<file path="config.mk">
export PLATFORM = sky130hd
export DESIGN_NAME = mpp_seq
export DESIGN_NICKNAME = d
export VERILOG_FILES = /design/src/rtl/mpp_pkg.sv /design/src/rtl/mpp_plane_pick.sv /design/src/rtl/mpp_byte_ctr.sv /design/src/rtl/mpp_seq.sv
export SDC_FILE = /design/constraint.sdc
export NUM_CORES = 1
export LEC_CHECK = 0
export BUFFER_PORTS_ARGS = -buffer_cell sky130_fd_sc_hd__buf_4
export CAP_MARGIN = 40
export CORE_MARGIN = 4
export CORE_UTILIZATION = 35
export DETAILED_ROUTE_END_ITERATION = 12
export PLACE_DENSITY = 0.63
export SYNTH_ARGS = -nofsm -noshare
export SYNTH_HDL_FRONTEND = slang
export SYNTH_HIERARCHICAL = 1
export SYNTH_SLANG_ARGS = --single-unit
export TNS_END_PERCENT = 10
</file>
<file path="constraint.sdc">
create_clock -name clk -period 2.9 [get_ports clk]
set_input_delay 0.29 -clock clk [delete_from_list [all_inputs] [get_ports clk]]
set_output_delay 0.29 -clock clk [all_outputs]
set_load 0.01 [all_outputs]
</file>
<file path="src/rtl/mpp_pkg.sv">
// Shared types and command codes for the multi-plane program sequencer.
// Assumes one bus transfer per cycle with a two-bit transfer kind.
package mpp_pkg;
    typedef enum logic [1:0] {
        BK_CMD  = 2'd0,
        BK_ADDR = 2'd1,
        BK_WR   = 2'd2,
        BK_RD   = 2'd3
    } bus_kind_t;

    typedef enum logic [3:0] {
        S_IDLE, S_LOAD, S_ADDR, S_DATA, S_CLOSE,
        S_PCMD, S_PRD, S_MCMD, S_MRD
    } seq_state_t;

    localparam logic [7:0] CMD_SERIAL_IN = 8'h80;
    localparam logic [7:0] CMD_DUMMY_PGM = 8'h11;
    localparam logic [7:0] CMD_TRUE_PGM  = 8'h10;
    localparam logic [7:0] CMD_STATUS    = 8'h70;
    localparam logic [7:0] CMD_MP_STATUS = 8'h71;
    localparam int         READY_BIT     = 6;
endpackage

</file>
<file path="src/rtl/mpp_plane_pick.sv">
// Picks the lowest plane still pending in a mask and reports whether it
// is the final one. Purely combinational; assumes NPL >= 2.
module mpp_plane_pick #(
    parameter int NPL   = 4,
    localparam int IDX_W = $clog2(NPL)
) (
    input  logic [NPL-1:0]   pending,
    output logic [IDX_W-1:0] idx,
    output logic [NPL-1:0]   onehot,
    output logic             is_last
);
    // Scan from the top so the lowest set bit wins.
    always_comb begin
        idx    = '0;
        onehot = '0;
        for (int i = NPL - 1; i >= 0; i--) begin
            if (pending[i]) begin
                idx    = IDX_W'(i);
                onehot = NPL'(1) << i;
            end
        end
        is_last = (pending & ~onehot) == '0;
    end
endmodule

</file>
<file path="src/rtl/mpp_byte_ctr.sv">
// Counts accepted page bytes and flags the final byte of a page.
// Wraps to zero on that byte, so it is ready for the next plane.
module mpp_byte_ctr #(
    parameter int PAGE_BYTES = 528,
    localparam int CNT_W     = $clog2(PAGE_BYTES)
) (
    input  logic clk,
    input  logic rst_n,
    input  logic inc,
    output logic last
);
    logic [CNT_W-1:0] cnt;

    assign last = (cnt == CNT_W'(PAGE_BYTES - 1));

    // Advance on each accepted byte, wrap after the page.
    always_ff @(posedge clk) begin
        if (!rst_n)      cnt <= '0;
        else if (inc)    cnt <= last ? '0 : cnt + 1'b1;
    end

    a_r4_cnt_in_page: assert property (@(posedge clk) disable iff (!rst_n)
        cnt < CNT_W'(PAGE_BYTES));
endmodule

</file>
<file path="src/rtl/mpp_seq.sv">
// Multi-plane page program sequencer: loads each selected plane of one
// group, separates the loads with dummy program commands, commits with
// the true program command and returns masked per-plane fail flags.
// Assumes the device answers a read combinationally in the read cycle.
module mpp_seq #(
    parameter int PAGE_BYTES = 528,
    parameter int NPL        = 4,
    parameter int ROW_W      = 16,
    localparam int IDX_W     = $clog2(NPL),
    localparam int PROW_W    = ROW_W - 1 - IDX_W,
    localparam int ADDR_CYC  = 1 + ROW_W / 8,
    localparam int ACNT_W    = $clog2(ADDR_CYC + 1)
) (
    input  logic              clk,
    input  logic              rst_n,
    input  logic              start,
    input  logic [NPL-1:0]    plane_mask,
    input  logic              group_sel,
    input  logic [PROW_W-1:0] page_row,
    input  logic              alt_ptr,
    input  logic              s_valid,
    input  logic [7:0]        s_data,
    output logic              s_ready,
    output logic              bus_valid,
    output logic [1:0]        bus_kind,
    output logic [7:0]        bus_wdata,
    input  logic [7:0]        bus_rdata,
    output logic              done,
    output logic              err,
    output logic [NPL-1:0]    fail_vec,
    output logic              fail_any
);
    import mpp_pkg::*;

    seq_state_t        state;
    logic [NPL-1:0]    mask_q, pend_q;
    logic              grp_q, fin_q;
    logic [PROW_W-1:0] prow_q;
    logic [ACNT_W-1:0] acnt;
    logic [IDX_W-1:0]  cur_idx;
    logic [NPL-1:0]    cur_oh;
    logic              cur_last, page_end, take;
    logic [ROW_W-1:0]  row;
    logic              unused_rd;

    assign unused_rd = ^{bus_rdata[7], bus_rdata[5]};

    mpp_plane_pick #(.NPL(NPL)) i_pick (
        .pending(pend_q), .idx(cur_idx), .onehot(cur_oh), .is_last(cur_last)
    );

    assign take = (state == S_DATA) && s_valid;

    mpp_byte_ctr #(.PAGE_BYTES(PAGE_BYTES)) i_ctr (
        .clk(clk), .rst_n(rst_n), .inc(take), .last(page_end)
    );

    assign row = {prow_q, grp_q, cur_idx};

    // Drive the bus transfer implied by the current state.
    always_comb begin
        bus_valid = 1'b0;
        bus_kind  = BK_CMD;
        bus_wdata = 8'h00;
        s_ready   = 1'b0;
        case (state)
            S_LOAD:  begin bus_valid = 1'b1; bus_wdata = CMD_SERIAL_IN; end
            S_ADDR:  begin
                bus_valid = 1'b1;
                bus_kind  = BK_ADDR;
                bus_wdata = (acnt == '0) ? 8'h00
                                         : row[8*(int'(acnt)-1) +: 8];
            end
            S_DATA:  begin
                s_ready   = 1'b1;
                bus_valid = s_valid;
                bus_kind  = BK_WR;
                bus_wdata = s_data;
            end
            S_CLOSE: begin
                bus_valid = 1'b1;
                bus_wdata = cur_last ? CMD_TRUE_PGM : CMD_DUMMY_PGM;
            end
            S_PCMD:  begin bus_valid = 1'b1; bus_wdata = CMD_STATUS; end
            S_MCMD:  begin bus_valid = 1'b1; bus_wdata = CMD_MP_STATUS; end
            S_PRD, S_MRD: begin bus_valid = 1'b1; bus_kind = BK_RD; end
            default: ;
        endcase
    end

    // Sequence the planes, the closing commands, polling and status read.
    always_ff @(posedge clk) begin
        if (!rst_n) begin
            state    <= S_IDLE;
            mask_q   <= '0;
            pend_q   <= '0;
            grp_q    <= 1'b0;
            fin_q    <= 1'b0;
            prow_q   <= '0;
            acnt     <= '0;
            done     <= 1'b0;
            err      <= 1'b0;
            fail_vec <= '0;
            fail_any <= 1'b0;
        end else begin
            case (state)
                S_IDLE: begin
                    done <= 1'b0;
                    err  <= 1'b0;
                    if (start) begin
                        if (plane_mask == '0 || alt_ptr) begin
                            done <= 1'b1;
                            err  <= 1'b1;
                        end else begin
                            mask_q   <= plane_mask;
                            pend_q   <= plane_mask;
                            grp_q    <= group_sel;
                            prow_q   <= page_row;
                            fail_vec <= '0;
                            fail_any <= 1'b0;
                            state    <= S_LOAD;
                        end
                    end
                end
                S_LOAD: begin
                    acnt  <= '0;
                    state <= S_ADDR;
                end
                S_ADDR: begin
                    acnt <= acnt + 1'b1;
                    if (acnt == ACNT_W'(ADDR_CYC - 1)) state <= S_DATA;
                end
                S_DATA: if (take && page_end) state <= S_CLOSE;
                S_CLOSE: begin
                    fin_q  <= cur_last;
                    pend_q <= pend_q & ~cur_oh;
                    state  <= S_PCMD;
                end
                S_PCMD: state <= S_PRD;
                S_PRD:  if (bus_rdata[READY_BIT]) state <= fin_q ? S_MCMD : S_LOAD;
                S_MCMD: state <= S_MRD;
                S_MRD: begin
                    fail_vec <= bus_rdata[NPL:1] & mask_q;
                    fail_any <= bus_rdata[0];
                    done     <= 1'b1;
                    state    <= S_IDLE;
                end
                default: state <= S_IDLE;
            endcase
        end
    end

    a_r1_r2_refuse: assert property (@(posedge clk) disable iff (!rst_n)
        (state == S_IDLE && start && (plane_mask == '0 || alt_ptr))
        |=> (done && err && !bus_valid));

    a_r3_plane_selected: assert property (@(posedge clk) disable iff (!rst_n)
        (state == S_LOAD) |-> ((cur_oh & mask_q) != '0));

    a_r6_poll_after_close: assert property (@(posedge clk) disable iff (!rst_n)
        (bus_valid && bus_kind == BK_CMD &&
         (bus_wdata == CMD_DUMMY_PGM || bus_wdata == CMD_TRUE_PGM))
        |=> (bus_valid && bus_kind == BK_CMD && bus_wdata == CMD_STATUS));

    a_r7_done_pulse: assert property (@(posedge clk) disable iff (!rst_n)
        done |=> !done);

    a_r7_fail_masked: assert property (@(posedge clk) disable iff (!rst_n)
        (done && !err) |-> ((fail_vec & ~mask_q) == '0));
endmodule

</file>
==> out/qor.yml, run 1 <==
cts.path.max_buffers: 2
worst_pin_slew_ns: 0.6811
timing.critical_path.arrival_ns: 2.02
drt_first_iter_violations: 124
synth.distinct_cells: 53
area.sequential_sq_um: 920.9
fin_worst_skew_ns: 0.007843
net-switching-power_uw: 697.8
min_delay_path_depth: 2
final_hold_viol_count: 0
grt_max_degree: 23
routed_wirelength_um: 5538
postSynth.asyncResetShare_pct: 0
cts_resized: 0
fin_crit_ns: 2.314
drt_first_pass_iters: 6
clkLatencyLatePin_ns: 0.30
ioPinCount: 58
grt_pass1_wl_um: 9011
irDropWorstVdd_mv: 0.2789
worstSetupPathType: "reg2out"
cp-end-kind: "primary output"
ys_seq_area_share_pct: 39.36
synth.avg_cell_area_sq_um: 8.210
combinationalPowerShare_pct: 38.2
core_outline_area_sq_um: 6422
syn-instance-count: 285
worst_slew_margin_rel_pct: 54.18
setup_total_negative_slack_ns: 0
die-width_um: 89.76
worstPathMaxFanout: 17
crit_chain: "buf_4, nor2b_1, nand4b_1, o22ai_1, buf_4"
clk_root_buffer_cell: "clkbuf_8"
drtAntennaViolNets: 0
hold-worst-slack_ns: 0.1988
placement.setup.worst_slack_ns: 0.7176
unrepaired_setup_endpoints_after_global_routing: "no"
antenna_found_initial: 0
layout-drive-gt1-share_pct: 23.89
die_outline_area_sq_um: 8057
grt_util_all_layers_pct: 13.49
postCtsSetupRepairBufs: 0
finalSetupViolations: 0
cpMaxStageDelayCell: "dfxtp_1"
ctsHoldBuffers: 0
numCtsBuffers: 5
route.detailed.wl_per_inst_um: 13.31
chipHeight_um: 89.76
initial_standard_cell_utilization_of_the_core_pct: 36.43
synth.ff_latch_count: 46
critical_path.n_buffers_inverters: 2
p_sw_share_pct: 36.80
net_count_synth: 327
critical-path-top-cell-by-count: "buf_4"
timing.final.max_slew_violations: 0
reg2regPathDepth: 6
critical_path_depth: 5
power_frac_seq_pct: 40.6
report.power.total_mw: 1.896
cts.sink_count: 46
power.static_leakage_nw: 1.111
cpLargestDelayFamily: "simple AND/OR/NAND/NOR gates"
multi_input_comb_area_sq_um: 1286
number_of_enable_type_register_cells_in_the_synthesized_netlist: 0
nets: 380
layout.core_utilization_pct: 45.12
portBuffers: 55
grt_pass1_vias: 1999
finish.cell_count_without_fillers: 416
timing.hold.worst.class: "in2reg"
dpl-instance-area_sq_um: 2808
dp_cells: 408
yosys_warnings: 6
syn_area_sq_um: 2340
final.fill_count: 675
max-cap-violations: 0
htree_levels: 2
gr-total-overflow: 0
postLayoutSetupSlackWorst_ns: 0.5857
dominantRegCellSynth: "dfxtp_1"
run_status: "complete, no violations"
power_frac_clock_pct: 21.1
timing.critical_path.required_ns: 2.61
rows: 29
vias: 2129
place.gp.congestion: 0.8050
cts_tree: "done"
clkSlewWorstSetupHoldPaths_ns: 0.08
timing.critical_path.from_type: "flop"
layout.cell_area.non_filler_sq_um: 2898
area.growth.synth_to_final_pct: 23.85
num_antenna_cells: 0
drt_drc_violations_left: 0
vias_per_cell: 5.118
power_report.internal_total_mw: 1.198
ratio_of_final_minimum_period_to_clock_period_pct: 79.80
worst_path_largest_cell_delay_ns: 0.42
place_hpwl_um: 4024
fmax_mhz: 432.1
power_density_nw_per_um2: 654.4
[power by group through the flow]
stage	sequential, mW	combinational (mW)	clock, mW
2_1_floorplan	0.763	0.519	0
3_3_place_gp	0.783	0.724	0
3_5_place_dp	0.784	0.733	0
4_1_cts	0.770	0.736	0.420
5_1_grt	0.785	0.802	0.442
6_report	0.771	0.725	0.400
[worst reg2reg max path, stage by stage (launching register included)]
cell,delay [ns]
dfxtp_1,0.54
and4bb_1,0.41
and2_1,0.28
and3_1,0.23
nand2_1,0.11
o41ai_2,0.40
nor2_1,0.09
[per-layer routing]
layer / vias to the layer above / part of all wire [%] / routed length, um / GRT usage (%)
li1: 1110 / - / - / -
met1: 974 / 46 / 2543 / 16.41
met2: 37 / 48 / 2643 / 22.99
met3: 8 / 5.1 / 280 / 3.923
met4: 0 / 1.3 / 70 / 4.215
met5: - / 0 / 0 / 0
[cell usage in the layout (no fill, tap or decap), types with 2 or more instances in the layout]
cell	n
buf_4	62
a211o_1	2
nand4_1	3
nand3_2	2
dfxtp_1	46
nor3_1	3
o21ai_0	13
nor3b_1	3
a21boi_1	3
nor2_1	17
inv_1	9
clkbuf_8	5
a21oi_1	31
and3_1	3
nand3_1	6
nor4_1	5
o22ai_1	4
and2_1	4
nand3b_1	2
nand2b_1	9
mux2i_1	10
xnor2_1	7
a32o_1	4
ha_1	3
nand2_1	53
a22oi_1	2
[synthesized netlist by cell type, types with 2 or more instances]
cell | n | share of area (%)
a21boi_1 | 3 | 0.96
a22oi_1 | 2 | 0.64
nand3_2 | 2 | 0.86
a21oi_1 | 31 | 6.6
a32o_1 | 4 | 1.7
ha_1 | 3 | 1.6
nand3b_1 | 2 | 0.64
xnor2_1 | 7 | 2.6
nor3b_1 | 3 | 0.96
inv_1 | 9 | 1.4
clkbuf_1 | 7 | 1.1
mux2i_1 | 10 | 4.3
nor2_1 | 17 | 2.7
and2_1 | 4 | 1.1
nor3_1 | 3 | 0.64
buf_1 | 4 | 0.64
o21ai_0 | 13 | 2.8
a211o_1 | 2 | 0.75
nand2_1 | 53 | 8.5
nor4_1 | 5 | 1.3
buf_6 | 4 | 1.9
nand2b_1 | 9 | 2.4
dfxtp_1 | 46 | 39
o22ai_1 | 4 | 1.1
nand4_1 | 3 | 0.80
and3_1 | 3 | 0.80
nand3_1 | 6 | 1.3
[state kept, by name (all words and copies together), names as in the netlist]
| register | cells |
|---|---|
| fail_any | 1 |
| grp_q | 1 |
| prow_q | 13 |
| pend_q | 4 |
| done | 1 |
| err | 1 |
| mask_q | 4 |
| i_ctr/cnt | 10 |
| fail_vec | 4 |
| state | 4 |
| fin_q | 1 |
| acnt | 2 |
[worst paths after layout]
path,slack [ns],endpoint,start
worst max register to register,0.70,i_ctr/cnt[5],state[0]
worst min register to register,0.46,prow_q[11],prow_q[11]
worst max-delay path,0.59,bus_wdata[5],state[1]
worst min-delay path,0.20,fail_any,bus_rdata[0]
[cells by family (layout without fill, tap and decap cells)]
logic type / Yosys count / in the layout / share of synthesized area (%)
adder cells (fa/ha/maj): 3 / 3 / 1.604
multiplexers: 11 / 11 / 4.759
buffers and inverters: 26 / 80 / 5.668
AO/OA/AOI/OAI: 70 / 70 / 19.04
flip-flops: 46 / 46 / 39.36
XOR/XNOR: 8 / 8 / 2.995
AND/OR/NAND/NOR: 121 / 121 / 26.58
[layout make-up]
| class | instances | area share, % |
|---|---|---|
| Sequential cell | 46 | 31.78 |
| Clock buffer | 5 | 2.375 |
| Inverter | 9 | 1.166 |
| Clock inverter | 3 | 0.7340 |
| Timing Repair Buffer | 63 | 16.23 |
| Multi-Input combinational cell | 213 | 44.39 |
| Tap cell | 77 | 3.325 |
Power figures use the tool's default switching activity.
==> inputs of run 2 (changes only) <==
--- a/config.mk
+++ b/config.mk
@@ -5,12 +5,13 @@
 export SDC_FILE = /design/constraint.sdc
 export NUM_CORES = 1
 export LEC_CHECK = 0
+export ABC_AREA = 1
 export BUFFER_PORTS_ARGS = -buffer_cell sky130_fd_sc_hd__buf_4
 export CAP_MARGIN = 40
 export CORE_MARGIN = 4
 export CORE_UTILIZATION = 35
 export DETAILED_ROUTE_END_ITERATION = 12
-export PLACE_DENSITY = 0.63
+export PLACE_DENSITY = 0.65
 export SYNTH_ARGS = -nofsm -noshare
 export SYNTH_HDL_FRONTEND = slang
 export SYNTH_HIERARCHICAL = 1
==> constraint.sdc (replaced) <==
create_clock -name clk -period 2.1 [get_ports clk]
set_input_delay 0.21 -clock clk [delete_from_list [all_inputs] [get_ports clk]]
set_output_delay 0.21 -clock clk [all_outputs]
set_load 0.01 [all_outputs]
==> run 2 against run 1 <==
  * Count of clock-buffer cells in the layout is 1 higher
  * Sequential power up 50%
  * Total power up 58%
  * Sequential share of layout area shrank 3.0 points
  * Clock skew decreased by 0.00087 ns
  * Critical endpoint is now bus_valid
  * Largest cell class unchanged
==> out/qor.yml, run 2 <==
core_outline_area_sq_um: 7292  # +14%
synth_top_cell_by_area: "dfxtp_1"
ioPinCount: 58  # unchanged
grt_pass1_vias: 2388  # +19%
crit_chain: "inv_1, nand2_1, nor2_1, inv_1, nor2_1, inv_1, o2111ai_1, buf_4"
postCtsSetupRepairBufs: 0  # unchanged
nets: 486  # +28%
run_status: "complete, no violations"
final_hold_viol_count: 0  # unchanged
worst_slew_margin_rel_pct: 71.90  # +18 points
setup_total_negative_slack_ns: 0  # unchanged
synth.ff_latch_count: 46  # unchanged
largest_register_ff_count: 13  # unchanged
worst_path_largest_cell_delay_ns: 0.51  # +0.09 ns
chipHeight_um: 94.65  # +5.4%
power_density_nw_per_um2: 934.0  # +43%
timing.hold.worst.class: "in2reg"
dpl-instance-area_sq_um: 3110  # +11%
drt_drc_violations_left: 0  # unchanged
ratio_of_final_minimum_period_to_clock_period_pct: 91.50
syn_area_sq_um: 2628  # +12%
die-width_um: 94.65  # +5.4%
irDropWorstVdd_mv: 0.3114  # +12%
grt_max_degree: 30  # +30%
cp-end-kind: "primary output"
grt_pass1_wl_um: 10720  # +19%
dominantRegCellSynth: "dfxtp_1"
fmax_mhz: 520.4
layout.cells.most_common: "nand2_1"
cts.path.max_buffers: 2  # unchanged
groute.layer.met3.usage_pct: 2.550  # -1.4 points
unrepaired_setup_endpoints_after_global_routing: "no"
min_delay_path_depth: 3  # +1
cts.sink_count: 46  # unchanged
gr-total-overflow: 0  # unchanged
cpLargestDelayFamily: "buffers and inverters"
yosys_warnings: 6  # unchanged
max-cap-violations: 0  # unchanged
timing.final.max_slew_violations: 0  # unchanged
net_count_synth: 432  # +32%
rows: 31  # +6.9%
postLayoutSetupSlackWorst_ns: 0.1785  # -0.4071 ns
global_routing_usage_on_met1_pct: 20.30  # +3.9 points
clk_root_buffer_cell: "clkbuf_8"
fin_worst_skew_ns: 0.006975  # -0.0008678 ns
cpMaxStageDelayCell: "dfxtp_1"
worstPathMaxFanout: 8  # -9
drt_first_iter_violations: 143  # +15%
r2r_setup_slack_ns: 0.33  # -0.37 ns
num_antenna_cells: 0  # unchanged
number_of_enable_type_register_cells_in_the_synthesized_netlist: 0  # unchanged
layout.cell_area.non_filler_sq_um: 3201  # +10%
globalRouteMet2Util_pct: 23.72  # +0.73 points
commonest_non_fill_non_tap_cells_in_the_layout: "nand2_1 (84), nor2_1 (66), buf_4 (59), dfxtp_1 (46), inv_1 (44)"
antenna_found_initial: 0  # unchanged
drtAntennaViolNets: 0  # unchanged
clkSlewWorstSetupHoldPaths_ns: 0.09  # about the same
worstSetupPathType: "reg2out"
clkLatencyLatePin_ns: 0.30  # about the same
worst_pin_slew_ns: 0.4183  # -0.2628 ns
die_outline_area_sq_um: 8958  # +11%
cts_tree: "done"
timing.critical_path.from_type: "flop"
htree_levels: 2  # unchanged
syn-instance-count: 390  # +37%
post-synth-top-count-cell: "nand2_1"
finalSetupViolations: 0  # unchanged
synth.avg_cell_area_sq_um: 6.737  # -18%
ys_seq_area_share_pct: 35.05  # -4.3 points
postSynth.asyncResetShare_pct: 0  # unchanged
synthTopCellsByCount: "nand2_1 (86), nor2_1 (68), dfxtp_1 (46), inv_1 (44), nand3_1 (18)"
timing.critical_path.required_ns: 1.89  # -0.72 ns
cts_resized: 0  # unchanged
fin_crit_ns: 1.921
vias_per_cell: 4.630  # -9.5%
timing.critical_path.arrival_ns: 1.71  # -0.31 ns
critical_path_depth: 8  # +3
numCtsBuffers: 5  # unchanged
area.growth.synth_to_final_pct: 21.81
portBuffers: 55  # unchanged
synth.distinct_cells: 33  # -38%
power.static_leakage_nw: 1.424  # +28%
route.detailed.wl_per_inst_um: 11.92  # -10%
synth.top_cell.area_share_pct: 35.05  # -4.3 points
yosys-top-cells-area: "dfxtp_1 (35%), nand2_1 (12%), nor2_1 (9.7%), inv_1 (6.3%), nor3_2 (3.8%)"
place.gp.congestion: 0.8367  # +3.9%
vias: 2514  # +18%
largest_reg_by_ff_count: "prow_q"
layout-drive-gt1-share_pct: 23.87  # about the same
critical-path-top-cell-by-count: "inv_1"
place_hpwl_um: 4953  # +23%
initial_standard_cell_utilization_of_the_core_pct: 36.03  # -0.40 points
placement.setup.worst_slack_ns: 0.3627  # -0.3549 ns
routed_wirelength_um: 6470  # +17%
grt_util_all_layers_pct: 14.97  # +1.5 points
reg2regPathDepth: 12  # +6
ctsHoldBuffers: 0  # unchanged
grt-busiest-layer: "met2"
critical_path.n_buffers_inverters: 4  # +2
drt_first_pass_iters: 4  # -2
largest_registers_in_the_final_layout: "prow_q (13), i_ctr/cnt (10)"
-- run 2: cell count changes after synthesis, moves of 8 or more --
cell,before,now
nor3_1,3,11
nor3_2,1,10
nor2_1,17,68
nand3_1,6,18
a21oi_1,31,13
inv_1,9,44
nand2_1,53,86
o21ai_1,0,14
nand2b_1,9,0
-- run 2: layer usage --
layer / part of all wire, % / up-vias
met1: 48 / 1096
met4: 1.8 / 0
met2: 45 / 59
met5: 0 / -
li1: - / 1347
met3: 5.1 / 12
-- run 2: where the power goes --
| part | total, mW | internal [mW] | switching [mW] |
|---|---|---|---|
| registers | 1.16 | 1.04 | 0.127 |
| clock network | 0.523 | 0.229 | 0.294 |
| logic | 1.30 | 0.511 | 0.792 |
-- run 2: cell families (layout without fill, tap and decap cells) --
logic type / Yosys count / count (layout) / share of synthesized area (%)
multiplexers: 7 / 7 / 2.667
adder cells (fa/ha/maj): 3 / 3 / 1.429
XOR/XNOR: 1 / 1 / 0.3334
buffers and inverters: 63 / 117 / 10.57
AND/OR/NAND/NOR: 218 / 218 / 39.29
flip-flops: 46 / 46 / 35.05
AO/OA/AOI/OAI: 52 / 52 / 10.67
-- run 2: path summary, 6_finish.rpt --
path,startpoint,endpoint
worst max register to register,state[0],i_ctr/cnt[9]
worst min-delay path,group_sel,grp_q
worst max-delay path,state[0],bus_valid
worst min register to register,err,err
-- run 2: through the flow --
step	total power [mW]	hold slack [ns]	utilization (%)	instances
2_1_floorplan	2.103	0.3327	-	390
3_3_place_gp	2.452	0.4374	42.66	536
3_5_place_dp	2.476	0.4420	42.66	536
4_1_cts	3.010	0.1288	43.75	543
5_1_grt	3.260	0.1324	43.89	543
6_report	2.989	0.1326	43.89	543
-- run 2: layout make-up --
type / count / area (sq um)
Clock inverter: 1 / 7.507
Fill cell: 796 / 4091
Sequential cell: 46 / 920.9
Multi-Input combinational cell: 281 / 1439
Clock buffer: 6 / 72.57
Inverter: 51 / 193.9
Timing Repair Buffer: 59 / 442.9
Tap cell: 99 / 123.9
-- run 2: worst register-to-register path: cells and delay by family, from the launching register on --
kind | cells | cell delay, ns
flops | 1 | 0.51
simple gates | 9 | 0.85
buf+inv | 3 | 0.36
==> inputs of run 3 (changes only) <==
==> constraint.sdc (replaced) <==
create_clock -name clk -period 2.1 [get_ports clk]
set_input_delay 0.21 -clock clk [delete_from_list [all_inputs] [get_ports clk]]
set_output_delay 0.21 -clock clk [all_outputs]
set_load 0.1 [all_outputs]
==> run 3 against run 2 <==
  * Total power increased by 30%
  * First-iteration DRC count shrank 22%
  * Fmax fell by 3.6%
  * Clock power is 30% higher
  * Via count increased by 1.9%
==> out/qor.yml, run 3 (synthesis results as in run 2) <==
finish.cell_count_without_fillers: 547  # +0.74%
cts.sink_count: 46  # unchanged
critical_path_depth: 7  # -1
nets: 489  # +0.62%
grt-busiest-layer: "met2"
final.fill_count: 799  # +0.38%
htree_levels: 2  # unchanged
run_status: "complete, no violations"
die_outline_area_sq_um: 8958  # unchanged
cpMaxStageDelayCell: "dfxtp_2"
timing.critical_path.from_type: "flop"
clk_root_buffer_cell: "clkbuf_8"
timing.hold.worst.class: "in2reg"
drt_drc_violations_left: 0  # unchanged
finalSetupViolations: 0  # unchanged
drtAntennaViolNets: 0  # unchanged
portBuffers: 55  # unchanged
min_delay_path_depth: 3  # unchanged
largest_register_ff_count: 13  # unchanged
worst_path_largest_cell_delay_ns: 0.37  # -0.14 ns
postLayoutSetupSlackWorst_ns: 0.1068  # -0.07176 ns
globalRouteMet2Util_pct: 26.72  # +3.0 points
timing.final.max_slew_violations: 0  # unchanged
regToRegStartpoint: "state[3]"
chipHeight_um: 94.65  # unchanged
worst_slew_margin_rel_pct: 66.24  # -5.7 points
worstSetupPathType: "reg2out"
dp_cells: 537  # +0.19%
largest_registers_in_the_final_layout: "prow_q (13), i_ctr/cnt (10)"
vias: 2561  # +1.9%
route.detailed.wl_per_inst_um: 11.88  # -0.30%
grt_util_all_layers_pct: 14.95  # -0.028 points
worst_pin_slew_ns: 0.5058  # +0.08748 ns
groute.layer.met3.usage_pct: 3.267  # +0.72 points
r2r_setup_slack_ns: 0.31  # -0.02 ns
cts.path.max_buffers: 2  # unchanged
crit-reg2reg-capture: "i_ctr/cnt[7]"
antenna_found_initial: 0  # unchanged
max-cap-violations: 0  # unchanged
ioPinCount: 58  # unchanged
area.sequential_sq_um: 928.4  # +0.82%
fin_worst_skew_ns: 0.008661  # +0.001686 ns
gr-total-overflow: 0  # unchanged
reg2regPathDepth: 11  # -1
layout-drive-gt1-share_pct: 27.68  # +3.8 points
rows: 31  # unchanged
global_routing_usage_on_met1_pct: 18.42  # -1.9 points
place.gp.congestion: 0.8563  # +2.3%
num_antenna_cells: 0  # unchanged
power.static_leakage_nw: 1.492  # +4.8%
place_hpwl_um: 4919  # -0.67%
irDropWorstVdd_mv: 0.3649  # +17%
ctsHoldBuffers: 0  # unchanged
die-width_um: 94.65  # unchanged
vias_per_cell: 4.682  # +1.1%
clkLatencyLatePin_ns: 0.31  # about the same
multi_input_comb_area_sq_um: 1475  # +2.5%
initial_standard_cell_utilization_of_the_core_pct: 36.03  # unchanged
timing.critical_path.to: "bus_wdata[6]"
dpl-instance-area_sq_um: 3154  # +1.4%
critical-path-top-cell-by-count: "nor2_4"
largest_reg_by_ff_count: "prow_q"
cts_tree: "done"
commonest_non_fill_non_tap_cells_in_the_layout: "nand2_1 (84), nor2_1 (65), buf_4 (55), inv_1 (41), dfxtp_1 (40)"
ratio_of_final_minimum_period_to_clock_period_pct: 94.92  # +3.4 points
routed_wirelength_um: 6498  # +0.43%
grt_max_degree: 30  # unchanged
timing.critical_path.required_ns: 1.89  # about the same
placement.setup.worst_slack_ns: 0.3057  # -0.05692 ns
layout.cells.most_common: "nand2_1"
cpLargestDelayFamily: "simple AND/OR/NAND/NOR gates"
area.growth.synth_to_final_pct: 27.00
fmax_mhz: 501.7  # -3.6%
grt_pass1_wl_um: 10710  # -0.13%
worstSetupStartpoint: "state[1]"
power_density_nw_per_um2: 1168  # +25%
crit_chain: "inv_1, nor2_4, nand2_2, nor2_4, nand2_4, o211ai_1, buf_6"
core_outline_area_sq_um: 7292  # unchanged
numCtsBuffers: 5  # unchanged
clkSlewWorstSetupHoldPaths_ns: 0.09  # about the same
drt_first_iter_violations: 112  # -22%
drt_first_pass_iters: 4  # unchanged
layout.cell_area.non_filler_sq_um: 3337  # +4.3%
timing.critical_path.arrival_ns: 1.78  # +0.07 ns
fin_crit_ns: 1.993  # +0.07176 ns
worstPathMaxFanout: 7  # -1
cp-end-kind: "primary output"
final_hold_viol_count: 0  # unchanged
grt_pass1_vias: 2364  # -1.0%
critical_path.n_buffers_inverters: 2  # -2
## run 3: cell types whose count changed in the layout (fill, tap and decap cells not counted), moves of 3 or more
| cell | change |
|---|---|
| dfxtp_2 | +6 |
| buf_4 | -4 |
| o21ai_0 | -4 |
| buf_6 | +5 |
| o21ai_1 | +4 |
| inv_1 | -3 |
| dfxtp_1 | -6 |
## run 3: how the worst min path moves through the flow
stage | startpoint | endpoint | slack [ns]
CTS | page_row[11] | prow_q[11] | 0.11
global route | page_row[4] | prow_q[4] | 0.11
global placement | group_sel | grp_q | 0.44
detailed placement | page_row[11] | prow_q[11] | 0.44
finish | group_sel | grp_q | 0.12
floorplan | rst_n | i_ctr/cnt[2] | 0.33
## run 3: final cells by class
cell class,instances,area share [%]
Multi-Input combinational cell,281,44.21
Inverter,51,5.924
Sequential cell,46,27.82
Tap cell,99,3.712
Clock inverter,3,1.312
Clock buffer,5,2.062
Timing Repair Buffer,62,14.96
## run 3: power by group
part | switching, mW | internal, mW
clock network | 0.323 | 0.357
registers | 0.134 | 1.04
logic | 1.45 | 0.596
total | 1.90 | 2.00
## run 3: layer usage
| layer | routed length [um] | vias to the layer above |
|---|---|---|
| met5 | 0 | - |
| met4 | 29 | 0 |
| met3 | 278 | 4 |
| met2 | 3284 | 41 |
| met1 | 2905 | 1161 |
| li1 | - | 1355 |
## run 3: timing repair
action	4_1_cts	5_1_grt
pin swaps	1	2
gates cloned	0	0
buffers inserted	0	2
endpoints found under the setup margin	6	11
hold endpoints to repair	0	0
gates resized for setup	6	13
## run 3: worst reg2reg max path: cells and delay by family, from the launching register on
kind / cells / cell delay [ns]
DFF: 1 / 0.43
buffers and inverters: 3 / 0.42
and+or+nand+nor: 8 / 0.89
## run 3: through the flow
| step | TNS, ns | hold slack [ns] | utilization, % | total power, mW |
|---|---|---|---|---|
| after global placement | 0 | 0.4381 | 43.26 | 3.136 |
| after detailed placement | 0 | 0.4439 | 43.26 | 3.150 |
| after CTS | -0.01154 | 0.1135 | 45.11 | 3.877 |
| final | 0 | 0.1190 | 45.76 | 3.897 |
| after global routing | -0.006162 | 0.1124 | 45.76 | 4.153 |
| after floorplan | -3.653 | 0.3327 | - | 2.773 |
